**src/rtl/fdf_pkg.sv**
```systemverilog
package fdf_pkg;
  typedef enum logic [2:0] {
    ST_IDLE,
    ST_REQ,
    ST_RSP,
    ST_CHK,
    ST_XFER,
    ST_END
  } fdf_state_e;

  localparam int WORDS_PER_DESC = 4;
  localparam int DESC_BYTES     = 4 * WORDS_PER_DESC;
  localparam int BR_REQ_BIT     = 0;
  localparam int BR_INT_BIT     = 1;
  localparam int CMD_EOF_BIT    = 21;
  localparam int CMD_SOF_BIT    = 22;
endpackage

```
**src/rtl/frame_win_chk.sv**
```systemverilog
module frame_win_chk #(
  parameter int            AW   = 32,
  parameter logic [AW-1:0] BASE = '0,
  parameter logic [AW:0]   SIZE = '0,
  parameter int            SPAN = 1
) (
  input  logic [AW-1:0] addr,
  output logic          ok
);
  localparam logic [AW:0] LO_L = {1'b0, BASE};
  localparam logic [AW:0] HI_L = {1'b0, BASE} + SIZE;
  localparam logic [AW:0] SPAN_L = (AW+1)'(SPAN);

  logic [AW:0] a_ext;
  assign a_ext = {1'b0, addr};
  assign ok = (a_ext >= LO_L) && ((a_ext + SPAN_L) <= HI_L);
endmodule

```
**src/rtl/frame_branch_reg.sv**
```systemverilog
module frame_branch_reg import fdf_pkg::*; #(
  parameter int AW = 32
) (
  input  logic          clk,
  input  logic          rst_n,
  input  logic          wr_en,
  input  logic [AW-1:0] wr_data,
  input  logic          consume,
  output logic [AW-1:0] q
);
  localparam logic [AW-1:0] KEEP_MASK = ~(AW'(4'b1100));

  always_ff @(posedge clk or negedge rst_n) begin
    if (!rst_n)        q <= '0;
    else if (wr_en)    q <= wr_data & KEEP_MASK;
    else if (consume)  q[BR_REQ_BIT] <= 1'b0;
  end


  br_consume_chk: assert property (@(posedge clk) disable iff (!rst_n)
    (consume && !wr_en) |=> !q[BR_REQ_BIT]);
endmodule

```
**src/rtl/frame_desc_store.sv**
```systemverilog
module frame_desc_store import fdf_pkg::*; #(
  parameter int AW = 32
) (
  input  logic          clk,
  input  logic          rst_n,
  input  logic          sw_wr,
  input  logic [AW-1:0] sw_data,
  input  logic          ld_en,
  input  logic [1:0]    ld_idx,
  input  logic [AW-1:0] ld_data,
  input  logic          zero_src,
  output logic [AW-1:0] next_ptr,
  output logic [AW-1:0] src,
  output logic [AW-1:0] id,
  output logic [AW-1:0] cmd
);
  localparam logic [AW-1:0] ALIGN_MASK = ~(AW'(DESC_BYTES - 1));

  logic [AW-1:0] word_q [WORDS_PER_DESC];

  always_ff @(posedge clk or negedge rst_n) begin
    if (!rst_n) begin
      for (int k = 0; k < WORDS_PER_DESC; k++) word_q[k] <= '0;
    end else begin
      for (int k = 0; k < WORDS_PER_DESC; k++) begin
        if (k == 0) begin
          if (sw_wr)                           word_q[k] <= sw_data & ALIGN_MASK;
          else if (ld_en && ld_idx == 2'(k))   word_q[k] <= ld_data & ALIGN_MASK;
        end else if (k == 1) begin
          if (zero_src)                        word_q[k] <= '0;
          else if (ld_en && ld_idx == 2'(k))   word_q[k] <= ld_data;
        end else begin
          if (ld_en && ld_idx == 2'(k))        word_q[k] <= ld_data;
        end
      end
    end
  end

  assign next_ptr = word_q[0];
  assign src      = word_q[1];
  assign id       = word_q[2];
  assign cmd      = word_q[3];
endmodule

```
**src/rtl/frame_desc_fetch.sv**
```systemverilog
module frame_desc_fetch import fdf_pkg::*; #(
  parameter int            AW       = 32,
  parameter logic [AW-1:0] WIN_BASE = 'h4000_0000,
  parameter logic [AW:0]   WIN_SIZE = 'h0000_1000
) (
  input  logic          clk,
  input  logic          rst_n,
  input  logic          run_wr,
  input  logic          run_val,
  input  logic          stop_req,
  input  logic          frame_start,
  input  logic          br_wr,
  input  logic [AW-1:0] br_wdata,
  input  logic          fd_wr,
  input  logic [AW-1:0] fd_wdata,
  output logic          mem_req_valid,
  input  logic          mem_req_ready,
  output logic [AW-1:0] mem_req_addr,
  input  logic          mem_rsp_valid,
  input  logic [AW-1:0] mem_rsp_data,
  output logic          xfer_start,
  input  logic          xfer_done,
  output logic          running,
  output logic          busy,
  output logic [AW-1:0] br_value,
  output logic [AW-1:0] fd_addr,
  output logic [AW-1:0] src_addr,
  output logic [AW-1:0] frame_id,
  output logic [AW-1:0] command,
  output logic          sof_evt,
  output logic          eof_evt,
  output logic          brs_evt,
  output logic          ber_evt,
  output logic          lfd_evt
);
  localparam int          IW     = $clog2(WORDS_PER_DESC);
  localparam logic [AW:0] WIN_HI = {1'b0, WIN_BASE} + WIN_SIZE;

  fdf_state_e    st_q;
  logic [IW-1:0] widx_q;
  logic [AW-1:0] base_q;
  logic [AW-1:0] sel_addr;
  logic          go, take_br, desc_ok, src_in_win, src_ok, ld_en;

  assign go       = (st_q == ST_IDLE) && frame_start && running;
  assign take_br  = br_value[BR_REQ_BIT];
  assign sel_addr = take_br ? {br_value[AW-1:4], 4'b0000} : fd_addr;
  assign ld_en    = (st_q == ST_RSP) && mem_rsp_valid;
  assign src_ok   = (src_addr != '0) && src_in_win;

  frame_branch_reg #(.AW(AW)) u_branch (
    .clk(clk), .rst_n(rst_n), .wr_en(br_wr), .wr_data(br_wdata),
    .consume(go && take_br), .q(br_value)
  );

  frame_desc_store #(.AW(AW)) u_store (
    .clk(clk), .rst_n(rst_n), .sw_wr(fd_wr), .sw_data(fd_wdata),
    .ld_en(ld_en), .ld_idx(widx_q), .ld_data(mem_rsp_data),
    .zero_src(go && !desc_ok),
    .next_ptr(fd_addr), .src(src_addr), .id(frame_id), .cmd(command)
  );

  frame_win_chk #(.AW(AW), .BASE(WIN_BASE), .SIZE(WIN_SIZE), .SPAN(DESC_BYTES))
    u_desc_win (.addr(sel_addr), .ok(desc_ok));

  frame_win_chk #(.AW(AW), .BASE(WIN_BASE), .SIZE(WIN_SIZE), .SPAN(1))
    u_src_win (.addr(src_addr), .ok(src_in_win));

  assign mem_req_valid = (st_q == ST_REQ);
  assign mem_req_addr  = base_q + {{(AW-IW-2){1'b0}}, widx_q, 2'b00};
  assign busy          = (st_q != ST_IDLE);

  always_ff @(posedge clk or negedge rst_n) begin
    if (!rst_n) begin
      st_q       <= ST_IDLE;
      widx_q     <= '0;
      base_q     <= '0;
      running    <= 1'b0;
      xfer_start <= 1'b0;
      sof_evt    <= 1'b0;
      eof_evt    <= 1'b0;
      brs_evt    <= 1'b0;
      ber_evt    <= 1'b0;
      lfd_evt    <= 1'b0;
    end else begin
      xfer_start <= 1'b0;
      sof_evt    <= 1'b0;
      eof_evt    <= 1'b0;
      brs_evt    <= 1'b0;
      ber_evt    <= 1'b0;
      lfd_evt    <= 1'b0;
      if (run_wr) running <= run_val;
      case (st_q)
        ST_IDLE: if (go) begin
          brs_evt <= take_br && br_value[BR_INT_BIT];
          base_q  <= sel_addr;
          widx_q  <= '0;
          st_q    <= desc_ok ? ST_REQ : ST_CHK;
        end
        ST_REQ: if (mem_req_ready) st_q <= ST_RSP;
        ST_RSP: if (mem_rsp_valid) begin
          if (widx_q == IW'(WORDS_PER_DESC - 1)) st_q <= ST_CHK;
          else begin
            widx_q <= widx_q + 1'b1;
            st_q   <= ST_REQ;
          end
        end
        ST_CHK: begin
          if (!src_ok) begin
            ber_evt <= 1'b1;
            st_q    <= ST_END;
          end else begin
            sof_evt    <= command[CMD_SOF_BIT];
            xfer_start <= 1'b1;
            st_q       <= ST_XFER;
          end
        end
        ST_XFER: if (xfer_done) begin
          eof_evt <= command[CMD_EOF_BIT];
          st_q    <= ST_END;
        end
        ST_END: begin
          if (stop_req) begin
            lfd_evt <= 1'b1;
            if (!run_wr) running <= 1'b0;
          end
          st_q <= ST_IDLE;
        end
        default: st_q <= ST_IDLE;
      endcase
    end
  end


  req_hold_chk: assert property (@(posedge clk) disable iff (!rst_n)
    (mem_req_valid && !mem_req_ready) |=> (mem_req_valid && $stable(mem_req_addr)));


  req_window_chk: assert property (@(posedge clk) disable iff (!rst_n)
    mem_req_valid |-> ((mem_req_addr >= WIN_BASE) && ({1'b0, mem_req_addr} < WIN_HI)));


  xfer_src_chk: assert property (@(posedge clk) disable iff (!rst_n)
    xfer_start |-> (src_addr != '0));


  lfd_stop_chk: assert property (@(posedge clk) disable iff (!rst_n)
    lfd_evt |-> (!running || $past(run_wr)));


  eof_after_xfer_chk: assert property (@(posedge clk) disable iff (!rst_n)
    eof_evt |-> $past(xfer_done));
endmodule

```
**config.mk**
```make
export PLATFORM = sky130hd
export DESIGN_NAME = frame_desc_fetch
export DESIGN_NICKNAME = d
export VERILOG_FILES = /design/src/rtl/fdf_pkg.sv /design/src/rtl/frame_win_chk.sv /design/src/rtl/frame_branch_reg.sv /design/src/rtl/frame_desc_store.sv /design/src/rtl/frame_desc_fetch.sv
export SDC_FILE = /design/constraint.sdc
export NUM_CORES = 1
export LEC_CHECK = 0
export BUFFER_PORTS_ARGS = -buffer_cell sky130_fd_sc_hd__clkbuf_2
export CAP_MARGIN = 10
export CORE_MARGIN = 2
export CORE_UTILIZATION = 51
export CTS_CLUSTER_DIAMETER = 120
export CTS_CLUSTER_SIZE = 12
export DETAILED_ROUTE_END_ITERATION = 12
export HOLD_SLACK_MARGIN = 0.15
export MAX_ROUTING_LAYER = met4
export PLACE_DENSITY_LB_ADDON = 0.08
export SETUP_SLACK_MARGIN = 0.5
export SYNTH_ARGS = -nofsm -noshare
export SYNTH_HDL_FRONTEND = slang
export SYNTH_SLANG_ARGS = --single-unit
export TNS_END_PERCENT = 30
```
**constraint.sdc**
```tcl
create_clock -name clk -period 2.7 [get_ports clk]
set_input_delay 0.405 -clock clk [delete_from_list [all_inputs] [get_ports clk]]
set_output_delay 0.405 -clock clk [all_outputs]
set_load 0.01 [all_outputs]
```
# Word-level counts from Yosys, hierarchy flattened

Index checks and enable logic that the tools add are counted.

Reductions and logical operators: 25
$add $sub $neg: 4
Equality and inequality tests: 13
Magnitude comparators: 4
Mux-type cells: 35

Operator list:

| operator                                                             | number |
|---|---|
| two-way mux 32 bit                                                   | 5 |
| less-or-equal comparator 33 x 31 -> 1 bit (second input constant)    | 2 |
| greater-or-equal comparator 32 x 31 -> 1 bit (second input constant) | 2 |
| adder 32 x 1 -> 33 bit (second input constant)                       | 1 |
| adder 32 x 5 -> 33 bit (second input constant)                       | 1 |
| adder 32 x 4 -> 32 bit                                               | 1 |
| nonzero test 32 bit                                                  | 1 |
| two-way mux 1 bit                                                    | 19 |
| one-hot mux 3 bit (5 select lines)                                   | 1 |
| logical AND 1 bit                                                    | 13 |
| two-way mux 3 bit                                                    | 4 |
| two-way mux 2 bit                                                    | 5 |
| inequality test 2 bit (second input constant)                        | 4 |
| AND reduction 4 bit                                                  | 2 |
| nonzero test 2 bit                                                   | 4 |
| equality test 3 x 2 -> 1 bit (second input constant)                 | 2 |
| equality test 3 bit (second input constant)                          | 2 |
| equality test 2 bit (second input constant)                          | 2 |
| one-hot mux 2 bit (2 select lines)                                   | 1 |
| equality test 3 x 1 -> 1 bit (second input constant)                 | 1 |
| logical NOT 3 bit                                                    | 1 |
| nonzero test 3 bit                                                   | 1 |
| adder 2 x 1 -> 2 bit (second input constant)                         | 1 |
| equality test 2 x 1 -> 1 bit (second input constant)                 | 1 |
| other kinds (4)                                                      | 4 |

Bits in registers: 202
Output and inout bits: 201

# Depth between registers and ports, before layout

Gate-level depths: netlist of run 1.

Word-level depth: 7
Depth in mapped cells: 8

# By module

From an unflattened synthesis of run 1, not the netlist that was laid out.

Cell total of the unflattened synthesis: 837
Area total of the unflattened synthesis: 10,028.4 um^2

Modules (own cells, without submodules):

| module                     | times used | area each (um^2) | cells an instance |
|---|---|---|---|
| frame_desc_store           | 1          | 5,218.8          | 341 |
| frame_desc_fetch           | 1          | 2,930.3          | 324 |
| frame_branch_reg           | 1          | 1,143.6          | 67 |
| frame_win_chk (u_desc_win) | 1          | 407.9            | 56 |
| frame_win_chk (u_src_win)  | 1          | 327.8            | 49 |

# Worst setup path before layout of run 1

OpenSTA, ideal clock, no wires.

Kind: reg-to-reg
Start: register u_branch.q[0]
End: register u_store.word_q (netlist bit u_store.src[22])
Slack: 0.564 ns
Arrival: 2.015 ns
Clock period less this slack: 2.136 ns
Data required time: 2.580 ns
Stages on the path, launching flop included: 8
Cell sequence: dfrtp_1 -> nand2b_1 -> or2_0 -> a222oi_1 -> nand2_1 -> a211o_1 -> buf_6 -> a41o_1

Longest elaborated chain between the ends: 7

Ends and longest elaborated chain:

| element                                                         | line                   | text |
|---|---|---|
| start: declaration                                              | frame_branch_reg.sv:9  | `output logic [AW-1:0] q` |
| start signal: assignment                                        | frame_branch_reg.sv:15 | `else if (wr_en) q <= wr_data & KEEP_MASK;` |
| two-way mux 32 bit *                                            | frame_desc_fetch.sv:47 | `assign sel_addr = take_br ? {br_value[AW-1:4], 4'b0000} : fd_addr;` |
| adder 32 x 5 -> 33 bit                                          | frame_win_chk.sv:16    | `assign ok = (a_ext >= LO_L) && ((a_ext + SPAN_L) <= HI_L);` |
| less-or-equal comparator 33 x 31 -> 1 bit                       | frame_win_chk.sv:16    |  |
| logical AND 1 bit *                                             | frame_win_chk.sv:16    |  |
| logical NOT 1 bit *                                             | frame_desc_fetch.sv:59 | `.zero_src(go && !desc_ok),` |
| logical AND 1 bit *                                             | frame_desc_fetch.sv:59 |  |
| two-way mux 32 bit / nonzero test 2 bit (equally long branches) | -                      |  |
| end signal: indexed assignment                                  | frame_desc_store.sv:28 | `else if (ld_en && ld_idx == 2'(k)) word_q[k] <= ld_data & ALIGN_MASK;` |
| end signal: indexed assignment                                  | frame_desc_store.sv:31 | `else if (ld_en && ld_idx == 2'(k)) word_q[k] <= ld_data;` |
| end signal: indexed assignment                                  | frame_desc_store.sv:33 | `if (ld_en && ld_idx == 2'(k)) word_q[k] <= ld_data;` |
| end: declaration                                                | frame_desc_store.sv:19 | `logic [AW-1:0] word_q [WORDS_PER_DESC];` |

Mark *: on every way between the ends. The rest lies on a longest branch, timed or not.
A chain may end at the register's enable or synchronous reset.

# Worst setup path after layout of run 1

Start: register u_branch.q[0]
End: register u_store.word_q (netlist bit u_store.src[9])

The elaborated chain is that of the path after synthesis.

==> summary.txt, run 1 <==
status -> complete, no violations
Nets -> 1133
Num CTS Buffers -> 17
sequential element share of the synthesized area -> 54.4%
maximum clock insertion buffer count -> 2
ys flop type -> dfrtp_1
worst path buffer plus inverter count -> 1
CTS H-tree depth -> 4
Vias/cell -> 5.54
largest net degree at the start of global routing -> 69
Worst-path clk slew -> 0.07 ns
# DRC -> 0
IO buf count -> 293
Critical Path Source -> u_branch.q[0]$_DFFE_PN0P_
CP Class -> register to register
# rows -> 48
Worst Hold Slack -> 0.169 ns
Max-slew headroom -> 34.3%
Post-Syn Area -> 8920 sq um
crit-path leading delay family -> compound AO/OA/AOI/OAI gates
startpoint types -> register
Distinct cells, synth -> 51
max-cap violations -> 0
Critical Path RT -> 3.02 ns
Post-Syn Area per Cell -> 12.1 sq um
cells after synthesis -> 737
die area -> 18600 sq um
sequential share of power -> 42.0%
crit-path cells -> nand2b_1 > or2_0 > a222oi_1 > nand2_1 > a211o_1 > buf_12 > a41o_1
EDFF count, synth -> 0
switching part of the total -> 33.5%
GR Overflow Total -> 0
Reg area -> 4860 sq um
Core ar. -> 17200 sq um
share of layout cells above drive strength 1 -> 40.5%
vias in the first global route -> 6650
clock share of power -> 26.1%
Setup crit end kind -> register
Slowest-stage cell, CP -> dfrtp_2
Multi-input gate area -> 3800 sq um
#FFs+latches synth -> 194
CP Data Arrival Time -> 2.57 ns
Worst Tran Pin Value -> 0.985 ns
crit path max fanout -> 33
Worst VDD drop -> 0.555 mV
Ys Warns -> 0
Fillers -> 1413
ys async rst share -> 100%
first-pass GRT wire length -> 37.1 mm
Comb pwr share -> 31.9%
commonest non-fill, non-tap cells in the layout -> 292 x clkbuf_2, 193 x dfrtp_1, 64 x mux2_2
Routability Congestion -> 0.835
Worst path depth -> 7
unrepaired setup endpoints after global routing -> yes
fmax -> 445 MHz
worst-skew pair later-pin latency -> 0.44 ns
R2R Path Start -> u_branch.q[0]$_DFFE_PN0P_
switching power -> 0.00349 W
root buf cell -> clkbuf_16
crit-path max cell delay -> 0.45 ns
reg2reg end -> u_store.src[9]$_DFFE_PN0P_
post-route ant nets -> 0
Initial DRT Pass Iterations -> 5
setup TNS -> 0 ns
cell count of the worst hold path -> 3
Initial Util -> 52.0%
Worst Hold Path EP -> running$_DFF_PN0_
Final Max Slew Viols -> 0
area grow syn2layout -> 26.5%
CTS tree -> done
drt wl/cell -> 19.2 microns
routed wire length -> 24.2 mm
pwr/cell area -> 922 nW/um^2
Util after Layout -> 65.7%
Period Utilization, post-route -> 83.3%
reg2reg path depth -> 7
Worst Hold Class -> primary input to register
Hold Crit Start -> run_val
most common cell after layout, fill and taps aside -> clkbuf_2
gr usage total -> 27.2%
final hold vios -> 0
width of the die -> 136 microns
drt initial violations -> 446
clock skew -> 0.0119 ns
fin crit period -> 2.25 ns
IO Count -> 308
final setup fails -> 0
initial antenna violation count -> 0
DP HPWL -> 17.7 mm
Static Leakage -> 6.25 nW
flop-to-flop setup slack -> 0.45 ns
Internal -> 0.00692 W
Clock Sinks -> 194
DIE HEIGHT -> 136 microns
Via Count -> 6977
## worst max path at each step
| stage | to | slack [ns] |
|---|---|---|
| 2_1_floorplan | u_store.src[22]$_DFFE_PN0P_ | 0.56 |
| 3_3_place_gp | u_store.src[2]$_DFFE_PN0P_ | 0.38 |
| 3_5_place_dp | u_store.src[18]$_DFFE_PN0P_ | 0.33 |
| 4_1_cts | u_store.src[10]$_DFFE_PN0P_ | 0.45 |
| 5_1_grt | u_store.src[10]$_DFFE_PN0P_ | 0.30 |
| 6_report | u_store.src[9]$_DFFE_PN0P_ | 0.45 |
## state kept, by name, summed over array words and instances (netlist names)
signal / flops
u_store.cmd: 32
u_store.id: 32
u_store.src: 32
u_branch.q: 30
base_q: 28
u_store.next_ptr: 28
st_q: 3
widx_q: 2
ber_evt: 1
brs_evt: 1
eof_evt: 1
lfd_evt: 1
running: 1
sof_evt: 1
xfer_start: 1
## synth_stat cells, drive strengths merged, types with 8 or more instances
| library cell | number | share of area [%] |
|---|---|---|
| mux2 | 126 | 16 |
| nand2 | 43 | 1.8 |
| dfrtp | 194 | 54 |
| nand3 | 8 | 0.45 |
| nor2 | 36 | 1.5 |
| nor2b | 37 | 2.6 |
| o21ai | 40 | 2.2 |
| a21oi | 30 | 1.7 |
| buf | 38 | 2.4 |
| mux2i | 52 | 5.8 |
| nor4 | 9 | 0.63 |
| clkbuf | 19 | 0.80 |
| a41o | 33 | 3.7 |
| nand4 | 8 | 0.56 |
## through the flow
stage	std cells	setup slack, ns	cell area, sq um	total power, W
after floorplan	744	0.564	8950	0.00626
after global placement	1226	0.378	10600	0.00768
after detailed placement	1226	0.330	10600	0.00776
after CTS	1259	0.452	11300	0.0105
after global routing	1259	0.300	11300	0.0110
final	1260	0.451	11300	0.0104
## power by group through the flow
stage	logic (W)	registers (W)	clock network, W
2_1_floorplan	0.00160	0.00466	0
3_3_place_gp	0.00329	0.00439	0
3_5_place_dp	0.00333	0.00442	0
4_1_cts	0.00336	0.00437	0.00275
5_1_grt	0.00365	0.00449	0.00285
6_report	0.00332	0.00438	0.00272
## logic make-up after synthesis
kind of cell               Yosys count  synth area share, %
buffers and inverters               61                 3.38
AOI/OAI and AO/OA                  122                 9.46
muxes                              178                 21.7
and+or+nand+nor                    176                 10.3
other                                1               0.0420
DFF                                194                 54.4
xor gates and xnor gates             1               0.0982
adders and majority gates            4                0.561
## routing by layer
metal	vias up	routed length (microns)	track usage, %
met1	3453	11000	37.7
met4	0	582	9.66
li1	3242	-	-
met3	38	1370	5.11
met2	244	11200	40.2
met5	-	0	-
## what timing repair did
item	4_1_cts	5_1_grt
pin swaps	3	0
setup endpoints to repair	42	56
endpoints found under the hold margin	64	0
hold buffers	1	0
cloned	0	0
resized for setup	3	0
buffers inserted	1	0
## worst reg2reg max path: stages (launching register included)
cell and delay (ns):
dfrtp_2 0.45, nand2b_1 0.17, or2_0 0.23, a222oi_1 0.40, nand2_1 0.15, a211o_1 0.29, buf_12 0.18, a41o_1 0.27
## area by class of cell
type / count / area share [%]
antenna: 1 / 0.0222
clock buffer: 20 / 4.05
clock inverter: 11 / 1.55
inverter: 4 / 0.133
multi-input combinational: 489 / 33.7
sequential: 194 / 43.0
tap: 225 / 2.49
timing repair buffer: 316 / 15.1
(Power assumes the default switching activity.)
==> run 2, diff against run 1 <==
--- a/config.mk
+++ b/config.mk
@@ -8,7 +8,7 @@
 export BUFFER_PORTS_ARGS = -buffer_cell sky130_fd_sc_hd__clkbuf_2
 export CAP_MARGIN = 10
 export CORE_MARGIN = 2
-export CORE_UTILIZATION = 51
+export CORE_UTILIZATION = 46
 export CTS_CLUSTER_DIAMETER = 120
 export CTS_CLUSTER_SIZE = 12
 export DETAILED_ROUTE_END_ITERATION = 12
==> constraint.sdc (replaced) <==
create_clock -name clk -period 1.9 [get_ports clk]
set_input_delay 0.285 -clock clk [delete_from_list [all_inputs] [get_ports clk]]
set_output_delay 0.285 -clock clk [all_outputs]
set_load 0.01 [all_outputs]
==> summary.txt, run 2 (synthesized netlist as in run 1, its figures left out) <==
pwr/cell area -> 1200 nW/um^2 (+30%)
vias in the first global route -> 7802 (+17%)
final worst slack -> -0.392 ns (-0.844 ns)
startpoint types -> register
area grow syn2layout -> 59.6%
Final Max Slew Viols -> 0 (unchanged)
initial antenna violation count -> 0 (unchanged)
Vias/cell -> 5.44 (-1.7%)
reg2reg path depth -> 9 (+2)
Nets -> 1289 (+14%)
most common cell after layout, fill and taps aside -> clkbuf_2
first-pass GRT wire length -> 43.9 mm (+18%)
gr usage total -> 28.8% (+1.6 points)
Hold Crit Start -> mem_rsp_data[12]
CP Class -> register to register
Period Utilization, post-route -> 121% (+37 points)
DIE HEIGHT -> 143 microns (+5.1%)
final setup fails -> 35 (+35)
fmax -> 436 MHz (-1.9%)
commonest non-fill, non-tap cells in the layout -> 254 x clkbuf_2, 192 x dfrtp_1, 80 x buf_6
die area -> 20500 sq um (+11%)
Worst Tran Pin Value -> 0.544 ns (-0.441 ns)
cell count of the worst hold path -> 2 (-1)
width of the die -> 143 microns (+5.1%)
Static Leakage -> 7.54 nW (+21%)
clock skew -> 0.0146 ns (+0.00264 ns)
maximum clock insertion buffer count -> 2 (unchanged)
Worst Hold Path EP -> u_store.id[12]$_DFFE_PN0P_
post-route ant nets -> 0 (unchanged)
Clock Sinks -> 194 (unchanged)
# DRC -> 0 (unchanged)
violated checks -> negative setup slack
Core ar. -> 18900 sq um (+10%)
Max-slew headroom -> 63.7% (+29 points)
Initial Util -> 47.2% (-4.7 points)
Worst VDD drop -> 0.679 mV (+22%)
routed wire length -> 30.6 mm (+26%)
drt wl/cell -> 21.1 microns (+9.7%)
root buf cell -> clkbuf_16
unrepaired setup endpoints after global routing -> yes
GR Overflow Total -> 0 (unchanged)
share of layout cells above drive strength 1 -> 54.4% (+14 points)
Via Count -> 7889 (+13%)
R2R Path Start -> u_branch.q[0]$_DFFE_PN0P_
Routability Congestion -> 0.892 (+6.8%)
crit path max fanout -> 16 (-52%)
fin crit period -> 2.29 ns (+0.0437 ns)
Fillers -> 1204 (-15%)
top sig layer -> met4
Critical Path RT -> 2.22 ns (-0.80 ns)
dpl ws -> -0.359 ns (-0.689 ns)
IO Count -> 308 (unchanged)
met2 wire length -> 15.2 mm (+35%)
Setup crit end kind -> register
DP HPWL -> 19.2 mm (+8.1%)
CP Data Arrival Time -> 2.62 ns (+0.05 ns)
Util after Layout -> 75.4% (+9.7 points)
final hold vios -> 0 (unchanged)
Initial DRT Pass Iterations -> 7 (+2)
drt initial violations -> 402 (-9.9%)
CTS H-tree depth -> 4 (unchanged)
WL met3 -> 1.83 mm (+33%)
status -> complete, but fails checks
IO buf count -> 293 (unchanged)
Worst Hold Class -> primary input to register
max-cap violations -> 0 (unchanged)
Num CTS Buffers -> 17 (unchanged)
antenna cells -> 0 (-1)
Worst-path clk slew -> 0.07 ns (about the same)
CTS tree -> done
met1 WL -> 13.0 mm (+17%)
largest net degree at the start of global routing -> 54 (-22%)
reg2reg end -> u_store.src[13]$_DFFE_PN0P_
# rows -> 50 (+4.2%)
flop-to-flop setup slack -> -0.39 ns (-0.84 ns)
worst-skew pair later-pin latency -> 0.44 ns (about the same)
-- run 2: changes by cell type in the layout (fill, tap and decap cells not counted), sizes merged --
| cell | change |
|---|---|
| buf | +118 |
| bufbuf | +2 |
| bufinv | -2 |
| clkbuf | -34 |
| clkinv | +1 |
| clkinvlp | -1 |
| diode | -1 |
| dlygate4sd3 | +68 |
| inv | +4 |
-- run 2: worst max path at each step --
stage,from,to,depth (start not counted)
after global placement,u_branch.q[0]$_DFFE_PN0P_,st_q[1]$_DFFE_PN0P_,8
after floorplan,u_branch.q[0]$_DFFE_PN0P_,u_store.src[22]$_DFFE_PN0P_,7
after global routing,u_branch.q[0]$_DFFE_PN0P_,u_store.src[23]$_DFFE_PN0P_,8
after CTS,u_branch.q[0]$_DFFE_PN0P_,u_store.src[31]$_DFFE_PN0P_,7
after detailed placement,u_branch.q[0]$_DFFE_PN0P_,st_q[1]$_DFFE_PN0P_,8
final,u_branch.q[0]$_DFFE_PN0P_,u_store.src[13]$_DFFE_PN0P_,9
-- run 2: what timing repair did --
item | CTS | global route
pin swaps | 56 | 63
gates resized for setup | 193 | 144
hold buffers | 69 | 0
setup endpoints to repair | 171 | 201
endpoints found under the hold margin | 119 | 0
buffers inserted | 10 | 5
cloned | 8 | 7
-- run 2: cell type report --
type	count	area [sq um]	share of cell area [%]
Sequential cell	194	4860	34.1
Multi-Input combinational cell	489	4520	31.7
Timing Repair Buffer	472	3940	27.7
Clock buffer	18	439	3.08
Tap cell	260	325	2.28
Clock inverter	13	149	1.05
Inverter	4	15.0	0.105
-- run 2: through the flow --
step | TNS [ns] | hold slack, ns | instances | power [W] | area [sq um]
after floorplan | -4.82 | -0.0106 | 744 | 0.00898 | 9030
after global placement | -10.36 | 0.292 | 1320 | 0.0113 | 11300
after detailed placement | -10.90 | 0.289 | 1320 | 0.0114 | 11300
after CTS | -11.23 | 0.161 | 1438 | 0.0163 | 13600
after global routing | -14.94 | 0.160 | 1450 | 0.0179 | 14200
final | -12.12 | 0.179 | 1450 | 0.0170 | 14200
-- run 2: worst max-delay path, cell delays in order (launching register included) --
cell and delay [ns]:
dfrtp_2 0.43, buf_6 0.14, buf_4 0.16, nor2b_1 0.16
nand4_1 0.16, a22oi_2 0.21, nand2_1 0.14, a211o_4 0.35
clkbuf_16 0.20, a41o_1 0.24
-- run 2: per-layer routing --
layer,vias up,track usage (%)
met1,3963,39.3
met5,-,-
li1,3568,-
met2,317,44.9
met4,0,7.28
met3,41,5.30
-- run 2: report_power, final --
part / leakage, nW / internal (W) / switching, W
clock: 0.291 / 0.00200 / 0.00163
sequential: 2.49 / 0.00530 / 0.00109
combinational: 4.75 / 0.00380 / 0.00323
==> run 3, diff against run 2 <==
--- a/config.mk
+++ b/config.mk
@@ -9,7 +9,7 @@
 export CAP_MARGIN = 10
 export CORE_MARGIN = 2
 export CORE_UTILIZATION = 46
-export CTS_CLUSTER_DIAMETER = 120
+export CTS_CLUSTER_DIAMETER = 40
 export CTS_CLUSTER_SIZE = 12
 export DETAILED_ROUTE_END_ITERATION = 12
 export HOLD_SLACK_MARGIN = 0.15
@@ -19,4 +19,3 @@
 export SYNTH_ARGS = -nofsm -noshare
 export SYNTH_HDL_FRONTEND = slang
 export SYNTH_SLANG_ARGS = --single-unit
-export TNS_END_PERCENT = 30
==> summary.txt, run 3 (synthesized netlist as in run 1, its figures left out) <==
status -> complete, but fails checks
violated checks -> negative setup slack
Initial Util -> 47.2% (unchanged)
die area -> 20500 sq um (unchanged)
Reg area -> 4860 sq um (about the same)
clock skew -> 0.00943 ns (-0.00513 ns)
drt wl/cell -> 20.8 microns (-1.5%)
GR Overflow Total -> 0 (unchanged)
most common cell after layout, fill and taps aside -> clkbuf_2
Via Count -> 7884 (-0.063%)
Total Power -> 0.0171 W (+0.49%)
final hold vios -> 0 (unchanged)
first-pass GRT wire length -> 45.8 mm (+4.3%)
share of layout cells above drive strength 1 -> 53.9% (-0.47 points)
routed wire length -> 30.4 mm (-0.54%)
CTS H-tree depth -> 4 (unchanged)
Worst Hold Slack -> 0.167 ns (-0.0114 ns)
Fillers -> 1266 (+5.1%)
Num CTS Buffers -> 17 (unchanged)
IO buf count -> 293 (unchanged)
cell count of the worst hold path -> 2 (unchanged)
initial antenna violation count -> 0 (unchanged)
Critical Path RT -> 2.21 ns (about the same)
area grow syn2layout -> 59.0%
fmax -> 439 MHz (+0.58%)
gr usage total -> 30.4% (+1.7 points)
drt initial violations -> 460 (+14%)
CTS tree -> done
Period Utilization, post-route -> 120% (-0.70 points)
commonest non-fill, non-tap cells in the layout -> 269 x clkbuf_2, 191 x dfrtp_1, 69 x dlygate4sd3_1
fin crit period -> 2.28 ns (-0.0133 ns)
largest net degree at the start of global routing -> 57 (+5.6%)
reg2reg path depth -> 9 (unchanged)
crit path max fanout -> 33 (+17)
antenna cells -> 0 (unchanged)
switching part of the total -> 34.7% (-0.17 points)
max-cap violations -> 0 (unchanged)
worst-skew pair later-pin latency -> 0.43 ns (about the same)
CP Data Arrival Time -> 2.59 ns (-0.03 ns)
Worst Hold Class -> primary input to register
maximum clock insertion buffer count -> 2 (unchanged)
Nets -> 1303 (+1.1%)
post-route ant nets -> 0 (unchanged)
Worst VDD drop -> 0.718 mV (+5.8%)
final setup fails -> 33 (-5.7%)
pwr/cell area -> 1210 nW/um^2 (+0.89%)
final std cells w/o fill -> 1464 (+0.97%)
DP HPWL -> 19.3 mm (+0.88%)
Clock Sinks -> 194 (unchanged)
startpoint types -> register
root buf cell -> clkbuf_16
# rows -> 50 (unchanged)
final worst slack -> -0.379 ns (+0.0133 ns)
CP Class -> register to register
Final Max Slew Viols -> 0 (unchanged)
# DRC -> 0 (unchanged)
sequential share of power -> 37.0% (-0.5 points)
Core ar. -> 18900 sq um (unchanged)
unrepaired setup endpoints after global routing -> yes
DIE HEIGHT -> 143 microns (unchanged)
Initial DRT Pass Iterations -> 4 (-3)
clock share of power -> 20.9% (-0.4 points)
Setup crit end kind -> register
Comb pwr share -> 42.1% (+0.9 points)
IO Count -> 308 (unchanged)
Placed Cells -> 1315 (-0.38%)
Vias/cell -> 5.39 (-1.0%)
Worst-path clk slew -> 0.07 ns (about the same)
Multi-input gate area -> 4560 sq um (+0.94%)
dpl ws -> -0.306 ns (+0.0531 ns)
Internal -> 0.0112 W (+0.75%)
switching power -> 0.00595 W (about the same)
width of the die -> 143 microns (unchanged)
Routability Congestion -> 0.871 (-2.3%)
Static Leakage -> 7.51 nW (-0.29%)
vias in the first global route -> 8003 (+2.6%)
## run 3: changes by cell type in the layout (fill, tap and decap cells not counted), moves of 6 or more
cell,previous run,this run
nor2_1,5,13
clkbuf_16,23,17
nor2_4,30,21
clkbuf_8,2,10
clkbuf_2,254,269
buf_4,27,46
buf_6,80,53
## run 3: critical path, cell delays in order (launching register included)
cell     delay [ns]
dfrtp_2        0.44
buf_4          0.14
buf_4          0.09
nand2_1        0.08
or2_2          0.31
a22oi_2        0.22
nand2_1        0.11
a211o_1        0.30
buf_12         0.19
a41o_1         0.25
## run 3: final timing paths
| path | from | endpoint | slack [ns] |
|---|---|---|---|
| hold / removal | mem_rsp_data[13] | u_store.cmd[13]$_DFFE_PN0P_ | 0.17 |
| min in group asynchronous | rst_n | base_q[5]$_DFFE_PN0P_ | 0.37 |
| setup / recovery | u_branch.q[0]$_DFFE_PN0P_ | u_store.src[30]$_DFFE_PN0P_ | -0.38 |
| setup reg to reg | u_branch.q[0]$_DFFE_PN0P_ | u_store.src[30]$_DFFE_PN0P_ | -0.38 |
| max in group asynchronous | rst_n | u_branch.q[0]$_DFFE_PN0P_ | 0.88 |
| hold reg to reg | u_store.id[4]$_DFFE_PN0P_ | u_store.id[4]$_DFFE_PN0P_ | 0.51 |
## run 3: repair_timing
action | CTS | global route
gates resized for setup | 143 | 75
pin swaps | 17 | 7
setup buffers | 23 | 12
endpoints found under the setup margin | 175 | 196
endpoints found under the hold margin | 117 | 0
gates cloned | 14 | 0
hold buffers | 69 | 0
## run 3: cell type report
class	count	area share, %
Tap cell	260	2.29
Inverter	4	0.106
Clock inverter	9	0.741
Multi-Input combinational cell	492	32.1
Timing Repair Buffer	483	27.2
Clock buffer	22	3.27
Sequential cell	194	34.2
## run 3: per-stage QoR
stage | TNS [ns] | utilization (%) | cell area, sq um
floorplan | -4.83 | - | 9420
global placement | -10.18 | 60.8 | 11500
detailed placement | -9.76 | 60.8 | 11500
CTS | -9.82 | 73.3 | 13800
global route | -13.80 | 75.1 | 14200
finish | -11.82 | 75.1 | 14200
## run 3: power by group through the flow
stage / sequential, W / clock [W] / combinational (W)
floorplan: 0.00664 / 0 / 0.00273
finish: 0.00634 / 0.00358 / 0.00722
CTS: 0.00626 / 0.00360 / 0.00678
global route: 0.00648 / 0.00378 / 0.00772
global placement: 0.00618 / 0 / 0.00547
detailed placement: 0.00619 / 0 / 0.00556
## run 3: metal layers
metal,part of all wire (%),routed length [microns],vias to the layer above,track usage (%)
met1,42,12800,3943,39.7
met3,4.8,1450,65,4.67
li1,-,-,3578,-
met5,0,0,-,-
met2,50,15200,298,49.0
met4,3.0,906,0,10.5
